[config.mk]
export PLATFORM = sky130hd
export DESIGN_NAME = xbus_master
export DESIGN_NICKNAME = d
export VERILOG_FILES = /design/src/rtl/xbus_pkg.sv /design/src/rtl/xbus_region_dec.sv /design/src/rtl/xbus_seq.sv /design/src/rtl/xbus_drive.sv /design/src/rtl/xbus_master.sv
export SDC_FILE = /design/constraint.sdc
export NUM_CORES = 1
export LEC_CHECK = 0
export BUFFER_PORTS_ARGS = -buffer_cell sky130_fd_sc_hd__buf_4
export CORE_UTILIZATION = 39
export DETAILED_ROUTE_END_ITERATION = 10
export GPL_ROUTABILITY_DRIVEN = 0
export GPL_TIMING_DRIVEN = 0
export SLEW_MARGIN = 20
export SYNTH_ARGS = -nofsm -noshare
export SYNTH_HDL_FRONTEND = slang
export SYNTH_HIERARCHICAL = 1
export SYNTH_SLANG_ARGS = --single-unit
[constraint.sdc]
create_clock -name clk -period 3.7 [get_ports clk]
set_input_delay 0.74 -clock clk [delete_from_list [all_inputs] [get_ports clk]]
set_output_delay 0.74 -clock clk [all_outputs]
set_load 0.01 [all_outputs]
[src/rtl/xbus_pkg.sv]
package xbus_pkg;
    localparam int XB_AW = 21;
    localparam int XB_DW = 16;
    localparam int XB_WW = 2;

    typedef enum logic [1:0] {
        PH_IDLE = 2'd0,
        PH_ADDR = 2'd1,
        PH_DATA = 2'd2
    } xb_phase_e;

    typedef struct packed {
        logic             bus16;
        logic             mux;
        logic [XB_WW-1:0] wt;
    } xb_cfg_t;

    // Address presented for the current bus cycle.
    function automatic logic [XB_AW-1:0] xb_cyc_addr(
        input logic [XB_AW-1:0] a,
        input logic             bus16,
        input logic             byte_acc,
        input logic             split,
        input logic             second
    );
        if (bus16)
            return byte_acc ? a : {a[XB_AW-1:1], 1'b0};
        else
            return split ? {a[XB_AW-1:1], second} : a;
    endfunction
endpackage

[src/rtl/xbus_region_dec.sv]
module xbus_region_dec
    import xbus_pkg::*;
#(
    parameter int                     NCS  = 3,
    parameter int                     SW   = 2,
    parameter logic [NCS*XB_AW-1:0]   BASE = '0,
    parameter logic [NCS*XB_AW-1:0]   MASK = '0
) (
    input  logic [XB_AW-1:0] addr,
    output logic             hit,
    output logic [SW-1:0]    sel
);
    logic [NCS-1:0] match;

    for (genvar g = 0; g < NCS; g++) begin : g_cmp
        assign match[g] = ((addr & MASK[g*XB_AW +: XB_AW]) == BASE[g*XB_AW +: XB_AW]);
    end

    // Lowest index wins on overlap.
    always_comb begin
        hit = |match;
        sel = '0;
        for (int i = NCS - 1; i >= 0; i--) begin
            if (match[i]) sel = SW'(i);
        end
    end
endmodule

[src/rtl/xbus_seq.sv]
module xbus_seq
    import xbus_pkg::*;
#(
    parameter int SW = 2
) (
    input  logic             clk,
    input  logic             rst,
    input  logic             req,
    input  logic             req_wr,
    input  logic             req_byte,
    input  logic [XB_AW-1:0] req_addr,
    input  logic [XB_DW-1:0] req_wdata,
    input  logic             dec_hit,
    input  logic [SW-1:0]    dec_sel,
    input  xb_cfg_t          dec_cfg,
    input  logic [XB_DW-1:0] ad_i,
    output xb_phase_e        ph,
    output xb_cfg_t          cur_cfg,
    output logic             cur_hit,
    output logic [SW-1:0]    cur_sel,
    output logic             r_wr,
    output logic             r_byte,
    output logic             r_odd,
    output logic [XB_DW-1:0] r_wdata,
    output logic [XB_AW-1:0] cyc_a,
    output logic [7:0]       wbyte,
    output logic             done,
    output logic [XB_DW-1:0] rdata
);
    logic [XB_WW-1:0] wcnt;
    logic             split, second;
    logic [XB_AW-1:0] r_addr;
    logic [7:0]       lo_q;
    logic [XB_DW-1:0] asm_data;

    assign cyc_a = xb_cyc_addr(r_addr, cur_cfg.bus16, r_byte, split, second);
    assign wbyte = (split && second) ? r_wdata[15:8] : r_wdata[7:0];
    assign r_odd = r_addr[0];

    always_comb begin
        if (split)
            asm_data = {ad_i[7:0], lo_q};
        else if (r_byte)
            asm_data = {8'h00, (cur_cfg.bus16 && r_addr[0]) ? ad_i[15:8] : ad_i[7:0]};
        else
            asm_data = ad_i;
    end

    always_ff @(posedge clk) begin
        if (rst) begin
            ph      <= PH_IDLE;
            wcnt    <= '0;
            split   <= 1'b0;
            second  <= 1'b0;
            cur_cfg <= '0;
            cur_hit <= 1'b0;
            cur_sel <= '0;
            r_wr    <= 1'b0;
            r_byte  <= 1'b0;
            r_addr  <= '0;
            r_wdata <= '0;
            lo_q    <= '0;
            done    <= 1'b0;
            rdata   <= '0;
        end else begin
            done <= 1'b0;
            case (ph)
                PH_IDLE: begin
                    if (req && !done) begin
                        ph      <= PH_ADDR;
                        cur_cfg <= dec_cfg;
                        cur_hit <= dec_hit;
                        cur_sel <= dec_sel;
                        r_wr    <= req_wr;
                        r_byte  <= req_byte;
                        r_addr  <= req_addr;
                        r_wdata <= req_wdata;
                        split   <= !req_byte && !dec_cfg.bus16;
                        second  <= 1'b0;
                    end
                end
                PH_ADDR: begin
                    ph   <= PH_DATA;
                    wcnt <= cur_cfg.wt;
                end
                PH_DATA: begin
                    if (wcnt != '0) begin
                        wcnt <= wcnt - 1'b1;
                    end else if (split && !second) begin
                        second <= 1'b1;
                        lo_q   <= ad_i[7:0];
                        ph     <= PH_ADDR;
                    end else begin
                        ph    <= PH_IDLE;
                        done  <= 1'b1;
                        rdata <= asm_data;
                    end
                end
                default: ph <= PH_IDLE;
            endcase
        end
    end
endmodule

[src/rtl/xbus_drive.sv]
module xbus_drive
    import xbus_pkg::*;
#(
    parameter int NCS = 3,
    parameter int SW  = 2
) (
    input  xb_phase_e        ph,
    input  xb_cfg_t          cfg,
    input  logic             cur_hit,
    input  logic [SW-1:0]    cur_sel,
    input  logic             r_wr,
    input  logic             r_byte,
    input  logic             r_odd,
    input  logic [XB_DW-1:0] r_wdata,
    input  logic [XB_AW-1:0] cyc_a,
    input  logic [7:0]       wbyte,
    output logic             ale,
    output logic             rd_n,
    output logic             wr_n,
    output logic             wrl_n,
    output logic             wrh_n,
    output logic [NCS-1:0]   cs_n,
    output logic [XB_DW-1:0] ad_o,
    output logic             ad_oe_lo,
    output logic             ad_oe_hi
);
    logic act, in_a, in_d, wd, lane_lo, lane_hi;

    always_comb begin
        act     = (ph != PH_IDLE);
        in_a    = (ph == PH_ADDR);
        in_d    = (ph == PH_DATA);
        wd      = in_d && r_wr;
        lane_lo = !cfg.bus16 || !r_byte || !r_odd;
        lane_hi = cfg.bus16 && (!r_byte || r_odd);
        ale     = in_a;
        rd_n    = !(in_d && !r_wr);
        wrl_n   = !(wd && lane_lo);
        wrh_n   = !(wd && lane_hi);
        wr_n    = !(wd && !(cfg.bus16 && r_byte));
    end

    for (genvar g = 0; g < NCS; g++) begin : g_cs
        assign cs_n[g] = !(act && cur_hit && (cur_sel == SW'(g)));
    end

    always_comb begin
        ad_o     = '0;
        ad_oe_lo = 1'b0;
        ad_oe_hi = 1'b0;
        if (cfg.bus16) begin
            if (in_a && cfg.mux) begin
                ad_oe_lo = 1'b1;
                ad_oe_hi = 1'b1;
                ad_o     = cyc_a[15:0];
            end else if (wd) begin
                ad_oe_lo = 1'b1;
                ad_oe_hi = 1'b1;
                ad_o     = r_byte ? {wbyte, wbyte} : r_wdata;
            end
        end else begin
            if (act) begin
                ad_oe_hi    = 1'b1;
                ad_o[15:8]  = cfg.mux ? cyc_a[15:8] : r_wdata[15:8];
            end
            if (in_a && cfg.mux) begin
                ad_oe_lo   = 1'b1;
                ad_o[7:0]  = cyc_a[7:0];
            end else if (wd) begin
                ad_oe_lo   = 1'b1;
                ad_o[7:0]  = wbyte;
            end
        end
    end
endmodule

[src/rtl/xbus_master.sv]
module xbus_master
    import xbus_pkg::*;
#(
    parameter int                   NCS     = 3,
    parameter logic [NCS*XB_AW-1:0] CS_BASE = {21'h080000, 21'h040000, 21'h000000},
    parameter logic [NCS*XB_AW-1:0] CS_MASK = {21'h1C0000, 21'h1C0000, 21'h1C0000}
) (
    input  logic                   clk,
    input  logic                   rst,
    input  logic                   req,
    input  logic                   req_wr,
    input  logic                   req_byte,
    input  logic [XB_AW-1:0]       req_addr,
    input  logic [XB_DW-1:0]       req_wdata,
    output logic                   done,
    output logic [XB_DW-1:0]       rdata,
    input  logic [NCS-1:0]         cfg_bus16,
    input  logic [NCS-1:0]         cfg_mux,
    input  logic [NCS*XB_WW-1:0]   cfg_wait,
    output logic [XB_AW-1:0]       a_o,
    output logic [XB_DW-1:0]       ad_o,
    output logic                   ad_oe_lo,
    output logic                   ad_oe_hi,
    input  logic [XB_DW-1:0]       ad_i,
    output logic                   ale,
    output logic                   rd_n,
    output logic                   wr_n,
    output logic                   wrl_n,
    output logic                   wrh_n,
    output logic [NCS-1:0]         cs_n
);
    localparam int SW = (NCS > 1) ? $clog2(NCS) : 1;

    logic             dec_hit;
    logic [SW-1:0]    dec_sel, pick;
    xb_cfg_t          dec_cfg, cur_cfg;
    xb_phase_e        ph;
    logic             cur_hit, r_wr, r_byte, r_odd;
    logic [SW-1:0]    cur_sel;
    logic [XB_DW-1:0] r_wdata;
    logic [XB_AW-1:0] cyc_a;
    logic [7:0]       wbyte;

    xbus_region_dec #(.NCS(NCS), .SW(SW), .BASE(CS_BASE), .MASK(CS_MASK)) u_dec (
        .addr (req_addr),
        .hit  (dec_hit),
        .sel  (dec_sel)
    );

    // Unmatched addresses borrow region 0's settings.
    always_comb begin
        pick          = dec_hit ? dec_sel : '0;
        dec_cfg.bus16 = cfg_bus16[pick];
        dec_cfg.mux   = cfg_mux[pick];
        dec_cfg.wt    = cfg_wait[pick*XB_WW +: XB_WW];
    end

    xbus_seq #(.SW(SW)) u_seq (
        .clk       (clk),
        .rst       (rst),
        .req       (req),
        .req_wr    (req_wr),
        .req_byte  (req_byte),
        .req_addr  (req_addr),
        .req_wdata (req_wdata),
        .dec_hit   (dec_hit),
        .dec_sel   (dec_sel),
        .dec_cfg   (dec_cfg),
        .ad_i      (ad_i),
        .ph        (ph),
        .cur_cfg   (cur_cfg),
        .cur_hit   (cur_hit),
        .cur_sel   (cur_sel),
        .r_wr      (r_wr),
        .r_byte    (r_byte),
        .r_odd     (r_odd),
        .r_wdata   (r_wdata),
        .cyc_a     (cyc_a),
        .wbyte     (wbyte),
        .done      (done),
        .rdata     (rdata)
    );

    assign a_o = cyc_a;

    xbus_drive #(.NCS(NCS), .SW(SW)) u_drv (
        .ph       (ph),
        .cfg      (cur_cfg),
        .cur_hit  (cur_hit),
        .cur_sel  (cur_sel),
        .r_wr     (r_wr),
        .r_byte   (r_byte),
        .r_odd    (r_odd),
        .r_wdata  (r_wdata),
        .cyc_a    (cyc_a),
        .wbyte    (wbyte),
        .ale      (ale),
        .rd_n     (rd_n),
        .wr_n     (wr_n),
        .wrl_n    (wrl_n),
        .wrh_n    (wrh_n),
        .cs_n     (cs_n),
        .ad_o     (ad_o),
        .ad_oe_lo (ad_oe_lo),
        .ad_oe_hi (ad_oe_hi)
    );
endmodule

-- Yosys cells after proc, flatten, opt, wreduce, memory -nomap -nowiden
Index checks and enable logic that the tools add are counted.
- register bits: 77
- output and inout port bits: 64
- logic and storage cells: 121
- add/sub/neg operators: 1
- order comparisons: 1
- eq/ne operators: 10
- shift-type cells: 1
- multiplexer cells: 38
- bitwise logic cells: 3
- reductions and logical operators: 51
- operators by type and width (operator ; number):
    $mux 16 ; 6
    $mux 8 ; 6
    $logic_not 21->1 ; 1
    $logic_and 1x1->1 ; 17
    $logic_not 1->1 ; 16
    $mux 1 ; 14
    $mux 2 ; 7
    $reduce_bool 2->1 ; 4
    $ne 2x2->1 const B ; 3
    $pmux 2 s3 ; 1
    $reduce_and 2->1 ; 3
    $reduce_and 3->1 ; 2
    $reduce_or 3->1 ; 2
    $shiftx 6x4->2 ; 1
    $bmux 1 s2 ; 2
    $eq 2x1->1 const B ; 2
    $eq 2x2->1 const B ; 2
    $logic_not 2->1 ; 2
    $pmux 2 s2 ; 1
    $reduce_and 4->1 ; 1
    $eq 3x1->1 const B ; 1
    $eq 3x2->1 const B ; 1
    $logic_or 1x1->1 ; 3
    $lt 2x3->1 const B ; 1
    4 further kinds ; 6

-- Logic depth before layout (Yosys ltp)
Gate-level depths: netlist of run 1.
- depth in word-level cells: 9
- mapped depth: 7
- depth with buffers taken out: 5

-- By module
The synthesis of run 1 kept the hierarchy.
- by module, submodules not included (module ; instances ; cells each ; area each (um^2) ; seq. area each (um^2)):
    xbus_seq ; 1 ; 391 ; 3231.8 ; 1541.5
    xbus_drive ; 1 ; 90 ; 700.7 ; 0.0
    xbus_master ; 1 ; 13 ; 120.1 ; 0.0
    xbus_region_dec ; 1 ; 3 ; 20.0 ; 0.0

-- Worst setup path before layout of run 1
No wires, ideal clock.
- path type: input port to flip-flop
- start point: input port req_addr[19]
- end point: register u_seq.split
- library setup time: 70 ps
- arrival: 2228 ps
- data required time: 3630 ps
- path slack: 1402 ps
- cell stages on the path: 5
- path buffers: 0
- cells stage by stage: nor3b_1 > o21ai_1 > a211o_1 > or3_1 > a21oi_1
- RTL lines (element ; RTL line ; RTL):
    start: declaration ; xbus_master.sv:13 ; input logic [XB_AW-1:0] req_addr,
    end signal: assignment ; xbus_seq.sv:78 ; split <= !req_byte && !dec_cfg.bus16;
    end: declaration ; xbus_seq.sv:31 ; logic split, second;

-- Worst setup path after layout of run 1
- start point: register u_seq.split
- end point: output port ad_o[12]
- word-level cells in the longest chain between the ends: 6
- ends and longest elaborated chain (element ; RTL line ; RTL):
    $logic_and 1x1->1 ; xbus_seq.sv:37 ; assign wbyte = (split && second) ? r_wdata[15:8] : r_wdata[7:0];
    $mux 8 ; xbus_seq.sv:37 ;
    named net wbyte[4] ; xbus_master.sv:42 ; logic [7:0] wbyte;
    $mux 16 ; xbus_drive.sv:59 ; ad_o = r_byte ? {wbyte, wbyte} : r_wdata;
    $mux 16 ; xbus_drive.sv:56 ; end else if (wd) begin
    $mux 16 ; xbus_drive.sv:52 ; if (in_a && cfg.mux) begin
    $mux 16 ; xbus_drive.sv:51 ; if (cfg.bus16) begin
    end: declaration ; xbus_master.sv:21 ; output logic [XB_DW-1:0] ad_o,
The timed path passes the listed nets, and every way through them passes these cells.

==> impl_metrics.py, run 1 <==
metrics = {
    "outcome": {
        "run_status": "finished clean",
    },
    "grt": {
        "grt_max_degree": 14,
        "antenna_found_initial": 0,
        "grt_pass1_wl_um": 20940,
        "grt_pass1_vias": 4096,
        "overflow": 0,
        "grt.total_usage_pct": 24.16,
    },
    "clock_network": {
        "cts_sinks": 77,
        "cts_buffers": 9,
        "clk_pin_slew_ns": 0.09,
        "clock_latency_ns": 0.35,
        "ctsHoldBuffers": 0,
        "ctsLongestPathBuffers": 2,
        "root_buffer": "clkbuf_8",
        "post-cts-setup-buffers": 0,
        "cts_max_level": 3,
        "cts_tree": "built",
        "cts_resized": 0,
    },
    "detailed_routing": {
        "drtAntennaViolNets": 0,
        "drcViolationCount": 0,
        "vias": 4235,
        "via_per_inst": 5.436,
        "drt-initial-drc-count": 203,
        "wirelength_um": 12960,
        "wire_per_inst_um": 16.63,
        "drtPass1Iterations": 4,
    },
    "timing": {
        "hold_viol": 0,
        "relSlewSlack_pct": 42.40,
        "setup_viol": 0,
        "fmax_ghz": 0.3136,
        "period_minus_slack_ns": 3.189,
        "setup_tns_ns": 0,
        "holdWs_ns": 0.4599,
        "min_period_over_period_pct": 86.19,
        "slew_viol_final": 0,
        "worst_pin_slew_ns": 0.8622,
        "fin_skew_ns": 0.01091,
        "rsz0062_at_grt": "false",
    },
    "cells_and_area": {
        "diodes": 0,
        "syn_to_final_growth_pct": 33.52,
        "fin_nets": 712,
        "layout-drive-gt1-share_pct": 29.88,
        "final_util_pct": 54.63,
    },
    "job": {
        "maxCapViolations": 0,
    },
    "die": {
        "start_util_pct": 40.91,
        "die_w_um": 104.2,
        "std_cell_rows": 36,
        "core_um2": 9955,
        "fp.dieArea_um2": 10860,
        "pin_count": 134,
        "die_h_um": 104.2,
    },
    "power": {
        "seqPwrFrac_pct": 46.2,
        "p_clk_share_pct": 33.3,
        "swShare_pct": 29.78,
        "leakagePower_nw": 2.276,
        "pwr-share-comb_pct": 20.5,
        "p_int_w": 0.001397,
        "power.density_nw_per_um2": 365.8,
        "power.total_w": 0.001989,
        "p_switching_w": 0.0005922,
        "vdd_drop_max_mv": 0.1742,
    },
    "yosys": {
        "ys_top_cells_by_area": "dfxtp_1, nand2_1, a21oi_1",
        "synth.largest_area_cell": "dfxtp_1",
        "ys_ff_latch": 77,
        "ys_types": 47,
        "ys.flop_type": "dfxtp_1",
        "async_flop_share_pct": 0,
        "yosysWarnings": 6,
        "syn-num-nets": 568,
        "netlist_area_um2": 4073,
        "synthCells": 497,
        "syn_avg_cell_area_um2": 8.194,
        "synth_edf_count": 0,
        "yosys.area.top_type_share_pct": 37.85,
        "yosysSeqAreaShare_pct": 37.85,
    },
    "worst_setup_path": {
        "start_kind": "flip-flop",
        "cp.required_ns": 2.96,
        "worstPathArrival_ns": 2.45,
        "path_max_fanout": 10,
        "worstSetupPathType": "flip-flop to primary output",
        "crit_path_end_kind": "primary output",
    },
    "min_path": {
        "hold_path.class": "flip-flop to flip-flop",
    },
    "place": {
        "portBuffers": 133,
        "hpwl_um": 9766,
    },
}
state kept, by name, summed over array words and instances, names as in the netlist:
| name | cells |
|---|---|
| u_seq/cur_cfg | 4 |
| u_seq/cur_hit | 1 |
| u_seq/rdata | 16 |
| u_seq/r_byte | 1 |
| u_seq/r_addr | 21 |
| u_seq/second | 1 |
| u_seq/cur_sel | 2 |
| u_seq/r_wdata | 16 |
| u_seq/done | 1 |
| u_seq/ph | 2 |
| u_seq/wcnt | 2 |
| u_seq/lo_q | 8 |
| u_seq/split | 1 |
| u_seq/r_wr | 1 |
metal layers:
| layer | GRT usage, % | part of all wire (%) | vias to the layer above |
|---|---|---|---|
| li1 | - | - | 2100 |
| met1 | 30.35 | 44 | 2001 |
| met2 | 42.38 | 50 | 120 |
| met3 | 3.383 | 4.3 | 14 |
| met4 | 7.857 | 1.4 | 0 |
| met5 | 0 | 0 | - |
area by class of cell:
class                           count  area (µm²)
Sequential cell                    77        1541
Buffer                             41       209.0
Inverter                            6       22.52
Timing Repair Buffer              133       998.5
Clock inverter                      5       58.81
Clock buffer                       11       141.4
Tap cell                          133       166.4
Multi-Input combinational cell    373        2300
Fill cell                         995        4517
cell usage after synthesis (6+ instances only):
| library cell | count |
|---|---|
| o21ai_0 | 19 |
| mux2i_1 | 18 |
| a211oi_1 | 11 |
| o2bb2ai_1 | 8 |
| clkbuf_1 | 19 |
| mux2_2 | 15 |
| a22oi_1 | 8 |
| a21oi_1 | 72 |
| nand3_1 | 11 |
| o41ai_1 | 8 |
| dfxtp_1 | 77 |
| nor2_1 | 9 |
| o221ai_1 | 7 |
| a32oi_1 | 7 |
| and4b_1 | 8 |
| nand2_1 | 108 |
| buf_2 | 14 |
| inv_1 | 6 |
| a41o_1 | 8 |
| nor2b_1 | 22 |
placed cells by master, fill, tap and decap left out, drive strengths merged, types with 10 or more instances in the layout:
master / count
nor2: 10
mux2: 16
buf: 155
o21ai: 21
a211oi: 12
mux2i: 18
a21oi: 72
nand2: 109
dfxtp: 77
clkbuf: 30
nor2b: 22
nand3: 11
worst paths after layout:
| kind | cells past startpoint | slack [ns] | start | endpoint |
|---|---|---|---|---|
| worst min register to register | 2 | 0.46 | u_seq/r_addr[18] | u_seq/r_addr[18] |
| worst max-delay path | 6 | 0.51 | u_seq/split | ad_o[12] |
| worst max register to register | 5 | 1.82 | u_seq/ph[0] | u_seq/lo_q[5] |
| worst min-delay path | 2 | 0.46 | u_seq/r_addr[18] | u_seq/r_addr[18] |
power groups by stage:
stage	Clock, W	Combinational [W]	Sequential [W]
5_1_grt	0.000717	0.000444	0.000927
6_report	0.000662	0.000408	0.000919
4_1_cts	0.000677	0.000408	0.000919
3_3_place_gp	0	0.000400	0.000937
3_5_place_dp	0	0.000406	0.000939
2_1_floorplan	0	0.000222	0.000936
metrics by stage:
stage	cell area, µm²	instances	worst slack (ns)
after detailed placement	5238	763	0.8953
final	5438	779	0.5110
after floorplan	4073	497	1.402
after CTS	5438	779	0.5114
after global placement	5238	763	0.9537
after global routing	5438	779	0.3121
critical path, cell delays in order, from the launching register on:
cell and delay [ns]:
dfxtp_1 0.37, clkbuf_1 0.34, nand2_1 0.35, mux2_2 0.38
mux2i_1 0.27, o221ai_1 0.20, buf_4 0.18
cell families (layout without fill, tap and decap cells):
family | after synthesis | in the layout | synth area share (%)
compound gates | 160 | 160 | 25.90
fa+ha+maj | 1 | 1 | 0.3072
flops | 77 | 77 | 37.85
simple gates | 177 | 177 | 21.11
xor+xnor | 1 | 1 | 0.2151
buf+inv | 47 | 196 | 5.684
mux | 34 | 34 | 8.940
Note: power is estimated with default switching activity, not from simulation.
==> inputs of run 2 (changes only) <==
--- a/config.mk
+++ b/config.mk
@@ -6,10 +6,13 @@
 export NUM_CORES = 1
 export LEC_CHECK = 0
 export BUFFER_PORTS_ARGS = -buffer_cell sky130_fd_sc_hd__buf_4
-export CORE_UTILIZATION = 39
+export CELL_PAD_IN_SITES_DETAIL_PLACEMENT = 2
+export CELL_PAD_IN_SITES_GLOBAL_PLACEMENT = 2
+export CORE_UTILIZATION = 31
 export DETAILED_ROUTE_END_ITERATION = 10
 export GPL_ROUTABILITY_DRIVEN = 0
 export GPL_TIMING_DRIVEN = 0
+export PLACE_DENSITY_LB_ADDON = 0.1
 export SLEW_MARGIN = 20
 export SYNTH_ARGS = -nofsm -noshare
 export SYNTH_HDL_FRONTEND = slang
==> impl_metrics.py, run 2 (synthesized netlist as in run 1, its figures left out) <==
metrics = {
    "outcome": {
        "run_status": "finished clean",
    },
    "die": {
        "die_w_um": 116.6,
        "pin_count": 134,
        "fp.dieArea_um2": 13600,
        "std_cell_rows": 41,
        "die_h_um": 116.6,
        "core_um2": 12720,
        "start_util_pct": 32.01,
    },
    "worst_setup_path": {
        "r2r_cells": 4,
        "slowest_stage": "clkbuf_1",
        "cp_cell_sequence": "clkbuf_1 -> nand2_1 -> mux2_2 -> mux2i_1 -> o221ai_1 -> buf_4",
        "r2r_end": "u_seq/rdata[12]",
        "regToRegStartpoint": "u_seq/ph[0]",
        "r2r_slack_ns": 1.69,
        "cp.required_ns": 2.96,
        "cpPeakStageDelay_ns": 0.41,
        "worst_setup_path_startpoint": "u_seq/split",
        "start_kind": "flip-flop",
        "crit_path_end_kind": "primary output",
        "critical_path.top_delay_family": "buffers and inverters",
        "path_max_fanout": 10,
        "worstPathArrival_ns": 2.48,
        "endpoint": "ad_o[9]",
        "cp.depth": 6,
        "critPathBufInv": 2,
        "worstSetupPathType": "flip-flop to primary output",
    },
    "timing": {
        "worst_pin_slew_ns": 0.8867,
        "rsz0062_at_grt": "false",
        "period_minus_slack_ns": 3.218,
        "hold_viol": 0,
        "setup_viol": 0,
        "relSlewSlack_pct": 40.76,
        "setup_tns_ns": 0,
        "min_period_over_period_pct": 86.97,
        "slew_viol_final": 0,
        "fin_skew_ns": 0.009937,
        "fmax_ghz": 0.3108,
    },
    "cells_and_area": {
        "layout_commonest_cell": "buf_4",
        "diodes": 0,
        "fin_nets": 712,
        "largest_reg_flops": 21,
        "fin_area_um2": 5565,
        "most-common-layout-cells": "buf_4, nand2_1, dfxtp_1",
        "regMostFlops": "u_seq/r_addr",
        "reg_top3": "u_seq/r_addr: 21 flops, u_seq/r_wdata: 16 flops, u_seq/rdata: 16 flops",
        "layout-drive-gt1-share_pct": 29.72,
        "syn_to_final_growth_pct": 36.65,
    },
    "clock_network": {
        "ctsHoldBuffers": 0,
        "root_buffer": "clkbuf_16",
        "cts_tree": "built",
        "cts_resized": 0,
        "clock_latency_ns": 0.35,
        "cts_sinks": 77,
        "cts_max_level": 3,
        "ctsLongestPathBuffers": 2,
        "post-cts-setup-buffers": 0,
        "cts_buffers": 9,
        "clk_pin_slew_ns": 0.07,
    },
    "grt": {
        "grt_max_degree": 14,
        "antenna_found_initial": 0,
        "grt_pass1_vias": 4617,
        "grt.total_usage_pct": 24.29,
        "overflow": 0,
        "grt_pass1_wl_um": 24700,
    },
    "min_path": {
        "hold_path.class": "flip-flop to flip-flop",
        "min_from": "u_seq/cur_hit",
    },
    "place": {
        "portBuffers": 133,
        "hpwl_um": 12320,
        "placed_cell_area_um2": 5286,
    },
    "detailed_routing": {
        "drtPass1Iterations": 4,
        "via_per_inst": 5.417,
        "drcViolationCount": 0,
        "wirelength_um": 16030,
        "wire_per_inst_um": 19.59,
        "drtAntennaViolNets": 0,
        "drt-initial-drc-count": 219,
        "vias": 4431,
    },
    "job": {
        "maxCapViolations": 0,
    },
    "power": {
        "power.density_nw_per_um2": 393.5,
        "vdd_drop_max_mv": 0.1702,
        "leakagePower_nw": 2.309,
    },
}
## run 2: changes by cell type in the layout (fill, tap and decap cells not counted), sizes merged
cell / delta
clkbuf: +1
bufinv: -1
## run 2: through the flow
step	hold slack [ns]	std cells	util, %	total power (W)	worst slack [ns]
after floorplan	0.4329	497	-	0.001158	1.402
after global placement	0.4444	802	41.55	0.001347	0.9018
after CTS	0.4610	818	43.75	0.002218	0.4561
after global routing	0.4767	818	43.75	0.002295	0.3774
after detailed placement	0.4527	802	41.55	0.001368	0.8241
final	0.4615	818	43.75	0.002190	0.4822
## run 2: cell type report
class	instances	area, µm²
Clock inverter	4	32.53
Buffer	41	209.0
Timing Repair Buffer	133	998.5
Inverter	6	22.52
Clock buffer	12	246.5
Multi-Input combinational cell	373	2300
Tap cell	172	215.2
Sequential cell	77	1541
Fill cell	1517	7157
## run 2: worst min-delay path by stage
stage / slack [ns] / end / cells past startpoint
after detailed placement: 0.45 / u_seq/cur_hit / 2
after CTS: 0.46 / u_seq/cur_hit / 2
after floorplan: 0.43 / u_seq/cur_hit / 2
final: 0.46 / u_seq/cur_hit / 2
after global placement: 0.44 / u_seq/r_addr[16] / 2
after global routing: 0.48 / u_seq/cur_hit / 2
## run 2: worst register-to-register path: cells and delay by family, from the launching register on
kind	cells	cell delay (ns)
buffers and inverters	1	0.24
AND/OR/NAND/NOR	2	1.02
flip-flops	1	0.43
AO/OA/AOI/OAI	1	0.17
## run 2: routing by layer
metal	GRT usage, %	share of wire (%)
met1	28.79	43
met2	43.35	51
met3	3.321	3.7
met4	11.14	3.0
met5	0	0
## run 2: where the power goes
part / internal, W / leakage (nW) / switching, W
Sequential: 0.000876 / 0.629 / 0.0000464
Combinational: 0.000190 / 1.55 / 0.000236
Clock: 0.000477 / 0.129 / 0.000365
Total: 0.00154 / 2.31 / 0.000647
==> inputs of run 3 (changes only) <==
--- a/config.mk
+++ b/config.mk
@@ -12,7 +12,7 @@
 export DETAILED_ROUTE_END_ITERATION = 10
 export GPL_ROUTABILITY_DRIVEN = 0
 export GPL_TIMING_DRIVEN = 0
-export PLACE_DENSITY_LB_ADDON = 0.1
+export PLACE_DENSITY = 0.89
 export SLEW_MARGIN = 20
 export SYNTH_ARGS = -nofsm -noshare
 export SYNTH_HDL_FRONTEND = slang
==> impl_metrics.py, run 3 (synthesized netlist as in run 1, its figures left out) <==
metrics = {
    "die": {
        "die_w_um": 116.6,
        "std_cell_rows": 41,
        "pin_count": 134,
        "core_um2": 12720,
        "start_util_pct": 32.01,
        "die_h_um": 116.6,
        "fp.dieArea_um2": 13600,
    },
    "worst_setup_path": {
        "r2r_end": "u_seq/rdata[7]",
        "r2r_slack_ns": 1.68,
        "r2r_cells": 4,
        "start_kind": "flip-flop",
        "path_max_fanout": 10,
        "slowest_stage": "mux2_2",
        "regToRegStartpoint": "u_seq/cur_cfg[3]",
        "worstPathArrival_ns": 2.48,
        "cp_cell_sequence": "clkbuf_1 -> nand2_1 -> mux2_2 -> mux2i_1 -> o221ai_1 -> buf_4",
        "crit_path_end_kind": "primary output",
        "critPathBufInv": 2,
        "cp.required_ns": 2.96,
        "critical_path.top_delay_family": "multiplexers",
        "worstSetupPathType": "flip-flop to primary output",
        "cpPeakStageDelay_ns": 0.43,
    },
    "clock_network": {
        "cts_buffers": 9,
        "ctsLongestPathBuffers": 2,
        "clk_pin_slew_ns": 0.06,
        "cts_tree": "built",
        "cts_resized": 0,
        "cts_sinks": 77,
        "post-cts-setup-buffers": 0,
        "clock_latency_ns": 0.33,
        "cts_max_level": 3,
        "root_buffer": "clkbuf_16",
        "ctsHoldBuffers": 0,
    },
    "detailed_routing": {
        "wirelength_um": 18370,
        "via_per_inst": 5.632,
        "drtAntennaViolNets": 0,
        "vias": 4607,
        "wire_per_inst_um": 22.46,
        "drt-initial-drc-count": 249,
        "drcViolationCount": 0,
        "drtPass1Iterations": 5,
    },
    "cells_and_area": {
        "reg_top3": "u_seq/r_addr: 21 flops, u_seq/r_wdata: 16 flops, u_seq/rdata: 16 flops",
        "diodes": 0,
        "layout_commonest_cell": "buf_4",
        "fillers": 1467,
        "largest_reg_flops": 21,
        "syn_to_final_growth_pct": 38.71,
        "regMostFlops": "u_seq/r_addr",
        "layout-drive-gt1-share_pct": 29.88,
        "fin_nets": 712,
        "most-common-layout-cells": "buf_4, nand2_1, dfxtp_1",
    },
    "min_path": {
        "holdPathStages": 2,
        "min_from": "u_seq/r_addr[17]",
        "hold_path.class": "flip-flop to flip-flop",
        "holdPathEnd": "u_seq/r_addr[17]",
    },
    "timing": {
        "holdWs_ns": 0.4660,
        "worst_pin_slew_ns": 0.9354,
        "hold_viol": 0,
        "fin_skew_ns": 0.008102,
        "rsz0062_at_grt": "false",
        "fmax_ghz": 0.3101,
        "setup_viol": 0,
        "period_minus_slack_ns": 3.225,
        "min_period_over_period_pct": 87.16,
        "setup_tns_ns": 0,
        "slew_viol_final": 0,
        "relSlewSlack_pct": 37.50,
    },
    "place": {
        "portBuffers": 133,
        "hpwl_um": 12980,
    },
    "power": {
        "vdd_drop_max_mv": 0.2301,
        "power.density_nw_per_um2": 438.1,
        "leakagePower_nw": 2.357,
    },
    "grt": {
        "grt_max_degree": 14,
        "grt_pass1_wl_um": 28590,
        "overflow": 0,
        "antenna_found_initial": 0,
        "grt_pass1_vias": 5027,
        "grt.total_usage_pct": 27.86,
    },
    "outcome": {
        "run_status": "finished clean",
    },
    "job": {
        "maxCapViolations": 0,
    },
}
[run 3: cell count changes in the layout (fill, tap and decap cells not counted), sizes merged]
cell | previous run | this run
clkinvlp | 2 | 0
clkbuf | 31 | 29
bufinv | 0 | 4
[run 3: worst max path at each step]
stage                      start  slack [ns]     endpoint  depth (start not counted)
floorplan           req_addr[19]        1.40  u_seq/split                          5
global placement    req_addr[19]        0.90  u_seq/split                          6
detailed placement  req_addr[19]        0.72  u_seq/split                          6
CTS                  u_seq/split        0.49     ad_o[15]                          6
global route         u_seq/split        0.34     ad_o[15]                          6
finish               u_seq/split        0.48     ad_o[15]                          6
[run 3: layout make-up]
cell class | instances | area, µm² | area share (%)
clock inverter | 6 | 133.9 | 2.370
clock buffer | 10 | 229.0 | 4.053
multi-input combinational | 373 | 2300 | 40.71
tap | 172 | 215.2 | 3.810
inverter | 6 | 22.52 | 0.3987
sequential | 77 | 1541 | 27.29
buffer | 41 | 209.0 | 3.699
timing repair buffer | 133 | 998.5 | 17.67
[run 3: tightest hold or removal path, cell delays in order, from the launching register on]
cell and delay [ns]:
dfxtp_1 0.31, nand2_1 0.06, a21oi_1 0.05
[run 3: layer usage]
metal	wire length, µm	global-route usage [%]
met1	7307	32.61
met2	9541	51.08
met5	0	0
met4	552	10.46
met3	968	4.152
[run 3: report_power, final]
group / internal [W] / switching (W)
Clock: 0.000730 / 0.000372
Combinational: 0.000190 / 0.000254
Sequential: 0.000876 / 0.0000531
[run 3: through the flow]
stage	std cells	area, µm²	power [W]	util, %	setup slack (ns)
finish	818	5649	0.002475	44.40	0.4752
global route	818	5649	0.002557	44.40	0.3386
CTS	818	5649	0.002496	44.40	0.4917
detailed placement	802	5286	0.001372	41.55	0.7164
global placement	802	5286	0.001343	41.55	0.9014
floorplan	497	4073	0.001158	-	1.402
